==> src/rtl/npc_pkg.sv <==
package npc_pkg;

    localparam int XLEN  = 32;
    localparam int IDX_W = 5;

    // primary opcodes, bits [5:0]
    localparam logic [5:0] OPC_CALL  = 6'h00;
    localparam logic [5:0] OPC_JABS  = 6'h01;
    localparam logic [5:0] OPC_BR    = 6'h06;
    localparam logic [5:0] OPC_BGE   = 6'h0E;
    localparam logic [5:0] OPC_BLT   = 6'h16;
    localparam logic [5:0] OPC_BNE   = 6'h1E;
    localparam logic [5:0] OPC_BEQ   = 6'h26;
    localparam logic [5:0] OPC_BGEU  = 6'h2E;
    localparam logic [5:0] OPC_BLTU  = 6'h36;
    localparam logic [5:0] OPC_REG   = 6'h3A;

    // extended codes of the register form, bits [16:11]
    localparam logic [5:0] XC_ERET   = 6'h01;
    localparam logic [5:0] XC_RET    = 6'h05;
    localparam logic [5:0] XC_BRET   = 6'h09;
    localparam logic [5:0] XC_JREG   = 6'h0D;
    localparam logic [5:0] XC_NEXTPC = 6'h1C;
    localparam logic [5:0] XC_CALLR  = 6'h1D;

    typedef enum logic [3:0] {
        FL_SEQ, FL_BR, FL_BCOND, FL_JABS, FL_CALL, FL_JREG,
        FL_CALLR, FL_RET, FL_NEXTPC, FL_ERET, FL_BRET
    } flow_e;

    typedef enum logic [2:0] {
        CMP_GE, CMP_LT, CMP_NE, CMP_EQ, CMP_GEU, CMP_LTU
    } cmp_e;

endpackage

==> src/rtl/npc_decode.sv <==
module npc_decode
    import npc_pkg::*;
(
    input  logic [5:0] op,
    input  logic [5:0] xcode,
    output flow_e      flow,
    output cmp_e       cond
);

    always_comb begin
        flow = FL_SEQ;
        cond = CMP_EQ;
        unique case (op)
            OPC_CALL: flow = FL_CALL;
            OPC_JABS: flow = FL_JABS;
            OPC_BR:   flow = FL_BR;
            OPC_BGE:  begin flow = FL_BCOND; cond = CMP_GE;  end
            OPC_BLT:  begin flow = FL_BCOND; cond = CMP_LT;  end
            OPC_BNE:  begin flow = FL_BCOND; cond = CMP_NE;  end
            OPC_BEQ:  begin flow = FL_BCOND; cond = CMP_EQ;  end
            OPC_BGEU: begin flow = FL_BCOND; cond = CMP_GEU; end
            OPC_BLTU: begin flow = FL_BCOND; cond = CMP_LTU; end
            OPC_REG: begin
                unique case (xcode)
                    XC_ERET:   flow = FL_ERET;
                    XC_RET:    flow = FL_RET;
                    XC_BRET:   flow = FL_BRET;
                    XC_JREG:   flow = FL_JREG;
                    XC_NEXTPC: flow = FL_NEXTPC;
                    XC_CALLR:  flow = FL_CALLR;
                    default:   flow = FL_SEQ;
                endcase
            end
            default: flow = FL_SEQ;
        endcase
    end

endmodule

==> src/rtl/npc_compare.sv <==
module npc_compare
    import npc_pkg::*;
#(
    parameter int W = 32
) (
    input  logic [W-1:0] opnd_a,
    input  logic [W-1:0] opnd_b,
    input  cmp_e         cond,
    output logic         taken
);

    always_comb begin
        unique case (cond)
            CMP_GE:  taken = $signed(opnd_a) >= $signed(opnd_b);
            CMP_LT:  taken = $signed(opnd_a) <  $signed(opnd_b);
            CMP_NE:  taken = opnd_a != opnd_b;
            CMP_EQ:  taken = opnd_a == opnd_b;
            CMP_GEU: taken = opnd_a >= opnd_b;
            CMP_LTU: taken = opnd_a <  opnd_b;
            default: taken = 1'b0;
        endcase
    end

endmodule

==> src/rtl/npc_target.sv <==
module npc_target
    import npc_pkg::*;
#(
    parameter int W        = 32,
    parameter int IW       = 5,
    parameter int LINK_IDX = 31
) (
    input  flow_e         flow,
    input  logic          taken,
    input  logic [W-1:0]  pc,
    input  logic [25:0]   imm26,
    input  logic [IW-1:0] c_idx,
    input  logic [W-1:0]  opnd_a,
    input  logic [W-1:0]  ra_val,
    input  logic [W-1:0]  ea_val,
    input  logic [W-1:0]  ba_val,
    output logic [W-1:0]  npc,
    output logic          link_req,
    output logic [IW-1:0] link_addr,
    output logic [W-1:0]  link_data,
    output logic          restore_req
);

    localparam int            OFS_W   = 16;
    localparam int            REGION  = 4;
    localparam logic [IW-1:0] RA_IDX  = IW'(LINK_IDX);

    logic [W-1:0] seq_pc;
    logic [W-1:0] br_pc;
    logic [W-1:0] abs_pc;

    assign seq_pc    = pc + W'(4);
    assign br_pc     = seq_pc + {{(W-OFS_W){imm26[OFS_W-1]}}, imm26[OFS_W-1:2], 2'b00};
    assign abs_pc    = {pc[W-1:W-REGION], imm26, 2'b00};
    assign link_data = seq_pc;

    always_comb begin
        npc         = seq_pc;
        link_req    = 1'b0;
        link_addr   = RA_IDX;
        restore_req = 1'b0;
        unique case (flow)
            FL_SEQ:    npc = seq_pc;
            FL_BR:     npc = br_pc;
            FL_BCOND:  npc = taken ? br_pc : seq_pc;
            FL_JABS:   npc = abs_pc;
            FL_CALL:   begin npc = abs_pc; link_req = 1'b1; end
            FL_JREG:   npc = opnd_a;
            FL_CALLR:  begin npc = opnd_a; link_req = 1'b1; end
            FL_RET:    npc = ra_val;
            FL_NEXTPC: begin
                link_addr = c_idx;
                link_req  = (c_idx != '0);
            end
            FL_ERET:   begin npc = ea_val; restore_req = 1'b1; end
            FL_BRET:   begin npc = ba_val; restore_req = 1'b1; end
            default:   npc = seq_pc;
        endcase
    end

endmodule

==> src/rtl/npc_unit.sv <==
module npc_unit
    import npc_pkg::*;
#(
    parameter logic [31:0] RESET_PC = 32'h0000_0000
) (
    input  logic             clk,
    input  logic             rst_n,
    input  logic             instr_valid,
    input  logic [31:0]      instr,
    input  logic [31:0]      opnd_a,
    input  logic [31:0]      opnd_b,
    input  logic [31:0]      ra_val,
    input  logic [31:0]      ea_val,
    input  logic [31:0]      ba_val,
    input  logic             redirect_valid,
    input  logic [31:0]      redirect_pc,
    output logic [31:0]      pc,
    output logic             link_we,
    output logic [4:0]       link_addr,
    output logic [31:0]      link_data,
    output logic             status_restore
);

    localparam int W = XLEN;

    flow_e        flow;
    cmp_e         cond;
    logic         taken;
    logic [W-1:0] tgt_pc;
    logic [W-1:0] pc_d;
    logic         link_req;
    logic         restore_req;
    logic         advance;

    npc_decode u_dec (
        .op    (instr[5:0]),
        .xcode (instr[16:11]),
        .flow  (flow),
        .cond  (cond)
    );

    npc_compare #(.W(W)) u_cmp (
        .opnd_a (opnd_a),
        .opnd_b (opnd_b),
        .cond   (cond),
        .taken  (taken)
    );

    npc_target #(.W(W), .IW(IDX_W), .LINK_IDX(31)) u_tgt (
        .flow        (flow),
        .taken       (taken),
        .pc          (pc),
        .imm26       (instr[31:6]),
        .c_idx       (instr[21:17]),
        .opnd_a      (opnd_a),
        .ra_val      (ra_val),
        .ea_val      (ea_val),
        .ba_val      (ba_val),
        .npc         (tgt_pc),
        .link_req    (link_req),
        .link_addr   (link_addr),
        .link_data   (link_data),
        .restore_req (restore_req)
    );

    // state register: RESET, REDIRECT, ADVANCE or HOLD
    always_ff @(posedge clk) begin
        if (!rst_n) pc <= RESET_PC;
        else        pc <= pc_d;
    end

    // next-state and outputs
    always_comb begin
        advance        = instr_valid && !redirect_valid;
        pc_d           = pc;
        if (redirect_valid) pc_d = redirect_pc;
        else if (advance)   pc_d = tgt_pc;
        link_we        = advance && link_req;
        status_restore = advance && restore_req;
    end

endmodule

==> config.mk <==
export PLATFORM = sky130hd
export DESIGN_NAME = npc_unit
export DESIGN_NICKNAME = d
export VERILOG_FILES = /design/src/rtl/npc_pkg.sv /design/src/rtl/npc_decode.sv /design/src/rtl/npc_compare.sv /design/src/rtl/npc_target.sv /design/src/rtl/npc_unit.sv
export SDC_FILE = /design/constraint.sdc
export NUM_CORES = 1
export LEC_CHECK = 0
export ABC_AREA = 1
export BUFFER_PORTS_ARGS = -buffer_cell sky130_fd_sc_hd__buf_2
export CORE_MARGIN = 2
export CORE_UTILIZATION = 55
export CTS_BUF_LIST = sky130_fd_sc_hd__clkbuf_8
export DETAILED_ROUTE_END_ITERATION = 10
export PLACE_DENSITY = 0.95
export SYNTH_ARGS = -nofsm -noshare
export SYNTH_HDL_FRONTEND = slang
export SYNTH_HIERARCHICAL = 1
export SYNTH_SLANG_ARGS = --single-unit
==> constraint.sdc <==
create_clock -name clk -period 7.04 [get_ports clk]
set_clock_uncertainty 0.2 [all_clocks]
set_input_delay 0.704 -clock clk [delete_from_list [all_inputs] [get_ports clk]]
set_output_delay 0.704 -clock clk [all_outputs]
set_load 0.005 [all_outputs]
==> impl_metrics.env, run 1 <==
export IMPL_r2r_slack_ns=2.63
export IMPL_muxShareOfSynthArea=0
export IMPL_whs_ns=0.398
export IMPL_top_layer="met4"
export IMPL_path_class="flip-flop to flip-flop"
export IMPL_ant_nets=0
export IMPL_fin_tns_setup_ns=0
export IMPL_seq_area_frac_synth=0.0878
export IMPL_routed_wl_met2_mm=13.5
export IMPL_crit_chain="ha_1 -> nand3_1 -> nor2_2 -> nand4_1 -> nand2b_1 -> xor2_1 -> inv_1 -> ha_1 -> nand2_1 -> nor2_1 -> inv_1 -> nor3_1 -> nand3_1 -> nand4_1 -> nand3_1 -> a21oi_1 -> nand3_1 -> nand3_1 -> nand2_1 -> inv_1"
export IMPL_required_ns=7.08
export IMPL_synth_top_cell_by_area="nand2_1"
export IMPL_largest_reg_flops=32
export IMPL_fillers=1272
export IMPL_synthFlopType="dfxtp_1"
export IMPL_cts_clk_slew_worst_paths_ns=0.07
export IMPL_yosysMostFrequentCell="nand2_1"
export IMPL_ys_types=49
export IMPL_placed_cell_area_sq_um=8830
export IMPL_drive_above_1_share=0.216
export IMPL_core_area_sq_um=13100
export IMPL_worstHoldPathCells=4
export IMPL_clock_latency_ns=0.29
export IMPL_synth_xor_area_frac=0.0300
export IMPL_cts_resized=0
export IMPL_async_flop_share=0
export IMPL_fmax_ghz=0.227
export IMPL_slew_headroom=0.225
export IMPL_postCtsSetupRepairBufs=0
export IMPL_die_y_microns=119
export IMPL_top_register="pc"
export IMPL_clockBufferDepth=2
export IMPL_vias_per_cell=5.72
export IMPL_fin_util=0.681
export IMPL_cts_buffers=5
export IMPL_first_pass_iters=6
export IMPL_ys_warn_count=6
export IMPL_worstHoldEndpoint="pc[3]"
export IMPL_dpl_hpwl_mm=26.5
export IMPL_drt_iter0_markers=1206
export IMPL_hp_class="flip-flop to flip-flop"
export IMPL_min_from="pc[3]"
export IMPL_period_needed_ns=4.41
export IMPL_via_count=10323
export IMPL_yosys_register_bits=32
export IMPL_r2r_end="pc[24]"
export IMPL_grt_pass1_wl_mm=48.3
export IMPL_critPathMostFrequentCell="nand3_1"
export IMPL_die_area_sq_um=14200
export IMPL_period_share=0.626
export IMPL_ctsHtreeMaxLevel=2
export IMPL_yosys_area_share_adder=0.118
export IMPL_die_x_microns=119
export IMPL_grt_antenna_before_repair=1
export IMPL_start_util=0.558
export IMPL_postSynthAreaPerCell_sq_um=5.38
export IMPL_grt_ovfl_total=0
export IMPL_rsz0062_at_grt="no"
export IMPL_end_kind="flip-flop"
export IMPL_p_per_area_nw_per_um2=88.0
export IMPL_tightest_slew_ns=1.16
export IMPL_grt_max_degree=35
export IMPL_syn_area_sq_um=7300
export IMPL_cap_violations=0
export IMPL_status="completed"
export IMPL_wl_met3_mm=3.98
export IMPL_grt_pass1_vias=9371
export IMPL_synth_compound_area_frac=0.143
export IMPL_rows=42
export IMPL_synth_nets=1651
export IMPL_gp_congestion=1.03
export IMPL_synth_top_area_share=0.237
export IMPL_syn_inst=1355
export IMPL_reg2regPathDepth=20
export IMPL_area_growth_pct=22.2
export IMPL_worst_path_max_fanout=6
export IMPL_yosys_area_share_simple=0.480
export IMPL_wl_met1_mm=12.4
export IMPL_synth_edff_count=0
export IMPL_io_buffer_count=298
export IMPL_synthTopCellsByArea="nand2_1 (24%), ha_1 (11%), inv_1 (11%)"
export IMPL_root_buffer="clkbuf_8"
export IMPL_grt_usage=0.431
export IMPL_stdcell_area_sq_um=8910
export IMPL_vdd_drop_max_v=0.000118
export IMPL_synthTopCellsByCount="nand2_1 (461), inv_1 (215), nand3_1 (157)"
export IMPL_startpoint_type="flip-flop"
export IMPL_drcViolationCount=0
export IMPL_synth_top_family_by_area="simple AND/OR/NAND/NOR gates"
export IMPL_final_cells=1806
export IMPL_setup_violations=0
export IMPL_p_leak_nw=5.31
export IMPL_slowest_stage="dfxtp_1"
export IMPL_wl_per_cell_microns=17.5
export IMPL_cp_arrival_ns=4.45
export IMPL_clock_sinks=32
export IMPL_max_stage_delay_ns=0.46
export IMPL_pin_count=299
export IMPL_final_nets=1924
export IMPL_top_regs="pc x32"
export IMPL_drv_slew=0
export IMPL_cts_tree="yes"
export IMPL_cts_hold_buf=0
export IMPL_dpl_cell_count=1797
export IMPL_r2r_start="pc[2]"
export IMPL_wl_mm=31.7
export IMPL_finalHoldViolations=0
==> worst max-delay path by stage <==
stage,startpoint,to,slack [ns],depth (start not counted)
after detailed placement,opnd_a[7],pc[7],2.60,23
final,pc[2],pc[24],2.63,20
after global placement,opnd_a[7],pc[7],2.71,23
after global routing,pc[2],pc[24],2.46,20
after floorplan,opnd_b[31],pc[11],3.73,24
after CTS,pc[2],pc[24],2.80,20
==> logic make-up after synthesis <==
group	count (synthesis)
flops	32
simple gates	813
fa+ha+maj	68
compound gates	160
buf+inv	257
xor+xnor	25
==> layout by cell type (no fill, tap or decap), types with 2 or more instances in the layout <==
| cell | count |
|---|---|
| a211oi_1 | 6 |
| a21o_1 | 3 |
| a21oi_1 | 62 |
| a21oi_2 | 2 |
| a221oi_1 | 11 |
| a22o_1 | 16 |
| a22oi_1 | 9 |
| and2_1 | 3 |
| buf_2 | 298 |
| buf_4 | 4 |
| clkbuf_8 | 5 |
| dfxtp_1 | 32 |
| diode_2 | 2 |
| ha_1 | 67 |
| inv_1 | 216 |
| inv_2 | 6 |
| nand2_1 | 461 |
| nand2_2 | 9 |
| nand2_4 | 2 |
| nand3_1 | 157 |
| nand3b_1 | 6 |
| nand4_1 | 17 |
| nor2_1 | 115 |
| nor2_2 | 9 |
| nor2_4 | 4 |
| nor3_1 | 17 |
| nor3_2 | 2 |
| o2111ai_1 | 4 |
| o211ai_1 | 7 |
| o21a_1 | 3 |
| o21ai_0 | 21 |
| o21ai_1 | 8 |
| o21bai_1 | 4 |
| or2_0 | 2 |
| or2_2 | 3 |
| xnor2_1 | 8 |
| xor2_1 | 17 |
==> critical path, delay by kind of cell, from the launching register on <==
family	cells	cell delay [ns]
xor+xnor	1	0.30
buf+inv	3	0.28
simple gates	13	2.21
flops	1	0.46
fa+ha+maj	2	0.63
compound gates	1	0.27
==> per-layer routing <==
metal  up-vias  GRT usage
met4         0      0.215
met5         -          0
met3       120     0.0905
met1      4569      0.557
met2       728      0.677
li1       4906          -
==> per-stage QoR <==
stage	setup slack, ns	power [mW]
finish	2.63	0.784
global route	2.46	0.838
detailed placement	2.60	0.636
CTS	2.80	0.770
floorplan	3.73	0.460
global placement	2.71	0.630
==> cell type report <==
class                   instances  area [sq um]  share of cell area
repair buffers                302          1520               0.171
clock inverters                 2          8.76            0.000982
inverters                     221           830              0.0931
well taps                     176           220              0.0247
diodes                          2          5.00            0.000561
clock buffers                   5          68.8             0.00772
flip-flops and latches         32           641              0.0719
multi-input cells            1066          5620               0.630
==> power by group <==
group          internal (mW)  leakage, nW  switching [mW]  total [mW]
registers              0.192        0.264          0.0199       0.212
clock network         0.0658       0.0452          0.0706       0.136
logic                  0.167         5.00           0.269       0.436
total                  0.425         5.31           0.360       0.784
(Power assumes the default switching activity.)
==> run 2, diff against run 1 <==
--- a/config.mk
+++ b/config.mk
@@ -8,10 +8,10 @@
 export ABC_AREA = 1
 export BUFFER_PORTS_ARGS = -buffer_cell sky130_fd_sc_hd__buf_2
 export CORE_MARGIN = 2
-export CORE_UTILIZATION = 55
+export CORE_UTILIZATION = 46
 export CTS_BUF_LIST = sky130_fd_sc_hd__clkbuf_8
 export DETAILED_ROUTE_END_ITERATION = 10
-export PLACE_DENSITY = 0.95
+export PLACE_DENSITY = 0.88
 export SYNTH_ARGS = -nofsm -noshare
 export SYNTH_HDL_FRONTEND = slang
 export SYNTH_HIERARCHICAL = 1
==> constraint.sdc (replaced) <==
create_clock -name clk -period 3.6 [get_ports clk]
set_clock_uncertainty 0.2 [all_clocks]
set_input_delay 0.36 -clock clk [delete_from_list [all_inputs] [get_ports clk]]
set_output_delay 0.36 -clock clk [all_outputs]
set_load 0.005 [all_outputs]
==> run 2 against run 1 <==
Effect of this change:
- combinational power rose by 140%
- fmax rose by 26%
- worst hold slack got worse by 0.24 ns
- die area rose by 19%
- cell count rose by 11%
- final area rose by 19%
- register-to-register slack got worse by 2.5 ns
==> impl_metrics.env, run 2 (synthesized netlist as in run 1, its figures left out) <==
export IMPL_die_y_microns=130
export IMPL_hp_class="input pin to flip-flop"
export IMPL_largest_reg_flops=32
export IMPL_wl_mm=35.2
export IMPL_rsz0062_at_grt="yes"
export IMPL_required_ns=3.59
export IMPL_grt_usage=0.401
export IMPL_slowest_stage="dfxtp_2"
export IMPL_wl_per_cell_microns=17.6
export IMPL_fin_util=0.676
export IMPL_first_pass_iters=8
export IMPL_crit_chain="nand2_1 -> nor2_2 -> inv_1 -> nor2_2 -> nand3_1 -> nor2_2 -> nand2_1 -> nor3_2 -> nor2_1 -> ha_1 -> nand2_1 -> nor2_1 -> inv_1 -> nor2_2 -> nand4_1 -> nand3_1 -> nand2_1 -> nand3_1 -> nand3_1 -> nand3_1 -> nand3_1 -> nand2_1 -> inv_1"
export IMPL_period_share=0.969
export IMPL_clock_latency_ns=0.29
export IMPL_cp_arrival_ns=3.48
export IMPL_grt_pass1_vias=9898
export IMPL_pin_count=299
export IMPL_root_buffer="clkbuf_8"
export IMPL_ctsHtreeMaxLevel=2
export IMPL_path_class="flip-flop to flip-flop"
export IMPL_fmax_ghz=0.287
export IMPL_slew_headroom=0.496
export IMPL_vdd_drop_max_v=0.000183
export IMPL_min_from="redirect_pc[26]"
export IMPL_io_buffer_count=298
export IMPL_top_regs="pc x32"
export IMPL_cp_startpoint="pc[8]"
export IMPL_grt_max_degree=34
export IMPL_clockBufferDepth=2
export IMPL_via_count=10910
export IMPL_startpoint_type="flip-flop"
export IMPL_n_antenna_cell=0
export IMPL_die_area_sq_um=16900
export IMPL_top_register="pc"
export IMPL_ant_nets=0
export IMPL_drive_above_1_share=0.343
export IMPL_drt_iter0_markers=1094
export IMPL_timing_final_ws_setup_ns=0.111
export IMPL_whs_ns=0.162
export IMPL_max_stage_delay_ns=0.37
export IMPL_cap_violations=0
export IMPL_grt_antenna_before_repair=0
export IMPL_p_leak_nw=6.15
export IMPL_drcViolationCount=0
export IMPL_cts_hold_buf=0
export IMPL_die_x_microns=130
export IMPL_period_needed_ns=3.49
export IMPL_drv_slew=0
export IMPL_multi_input_area_sq_um=6020
export IMPL_p_per_area_nw_per_um2=167
export IMPL_r2r_start="pc[8]"
export IMPL_core_area_sq_um=15700
export IMPL_rows=46
export IMPL_area_growth_pct=45.5
export IMPL_critPathMostFrequentCell="nand3_1"
export IMPL_register_area_sq_um=676
export IMPL_status="completed"
export IMPL_end_kind="flip-flop"
export IMPL_finalHoldViolations=0
export IMPL_clock_sinks=32
export IMPL_grt_pass1_wl_mm=52.0
export IMPL_cp_top_family="simple AND/OR/NAND/NOR gates"
export IMPL_layout_commonest_cell="nand2_1"
export IMPL_critPathBufInv=3
export IMPL_cts_clk_slew_worst_paths_ns=0.07
export IMPL_vias_per_cell=5.46
export IMPL_final_cell_mix="nand2_1 (450), buf_2 (298), inv_1 (212), buf_4 (151), nand3_1 (146)"
export IMPL_cts_buffers=5
export IMPL_finalPower_mw=1.77
export IMPL_start_util=0.464
export IMPL_r2r_slack_ns=0.11
export IMPL_dpl_hpwl_mm=29.6
export IMPL_tightest_slew_ns=0.755
export IMPL_dpl_worst_slack_ns=-0.00486
export IMPL_worst_path_max_fanout=4
export IMPL_grt_ovfl_total=0
export IMPL_fillers=1471
export IMPL_gp_congestion=0.987
export IMPL_setup_violations=0
export IMPL_cts_tree="yes"
export IMPL_final_nets=2076
==> run 2: cell types whose count changed in the layout (fill, tap and decap cells not counted), moves of 19 or more <==
cell     previous run  this run
buf_4               4       151
nor2_1            115        92
dfxtp_1            32        10
nor2_2              9        30
dfxtp_2             0        19
==> run 2: worst register-to-register path, cell delays in order (launching register included) <==
cell and delay [ns]:
dfxtp_2 0.37, nand2_1 0.12, nor2_2 0.17, inv_1 0.06, nor2_2 0.13, nand3_1 0.12, nor2_2 0.14, nand2_1 0.08
nor3_2 0.10, nor2_1 0.11, ha_1 0.35, nand2_1 0.13, nor2_1 0.12, inv_1 0.12, nor2_2 0.19, nand4_1 0.20
nand3_1 0.15, nand2_1 0.05, nand3_1 0.14, nand3_1 0.09, nand3_1 0.09, nand3_1 0.08, nand2_1 0.06, inv_1 0.04
==> run 2: layer usage <==
| layer | vias up | track usage | share of wire |
|---|---|---|---|
| li1 | 5208 | - | - |
| met1 | 4867 | 0.527 | 0.40 |
| met2 | 712 | 0.635 | 0.43 |
| met3 | 123 | 0.0730 | 0.11 |
| met4 | 0 | 0.192 | 0.058 |
| met5 | - | 0 | 0 |
==> run 2: layout make-up <==
type,instances,area share
Inverter,221,0.0782
Sequential cell,32,0.0637
Clock inverter,2,0.000943
Tap cell,216,0.0255
Timing Repair Buffer,454,0.257
Multi-Input combinational cell,1066,0.567
Clock buffer,6,0.00778
==> run 2: final timing paths <==
path	end	cells past startpoint
setup reg to reg	pc[26]	23
hold reg to reg	pc[3]	4
setup / recovery	pc[26]	23
hold / removal	pc[26]	5
==> run 2: report_power, final <==
part | internal (mW) | switching, mW | total, mW
registers | 0.378 | 0.0300 | 0.408
clock network | 0.153 | 0.148 | 0.301
logic | 0.457 | 0.605 | 1.06
total | 0.988 | 0.783 | 1.77
==> run 2: timing repair <==
action | CTS | global route
pin swaps | 0 | 22
setup endpoints to repair | 1 | 21
gates resized for setup | 2 | 115
setup buffers | 0 | 6
==> run 2: metrics by stage <==
| step | cells | area [sq um] | TNS [ns] |
|---|---|---|---|
| 6_report | 1997 | 10600 | 0 |
| 5_1_grt | 1997 | 10600 | -0.289 |
| 4_1_cts | 1991 | 10100 | 0 |
| 3_5_place_dp | 1983 | 10000 | -0.00486 |
| 3_3_place_gp | 1983 | 10000 | -0.0171 |
| 2_1_floorplan | 1355 | 7300 | 0 |
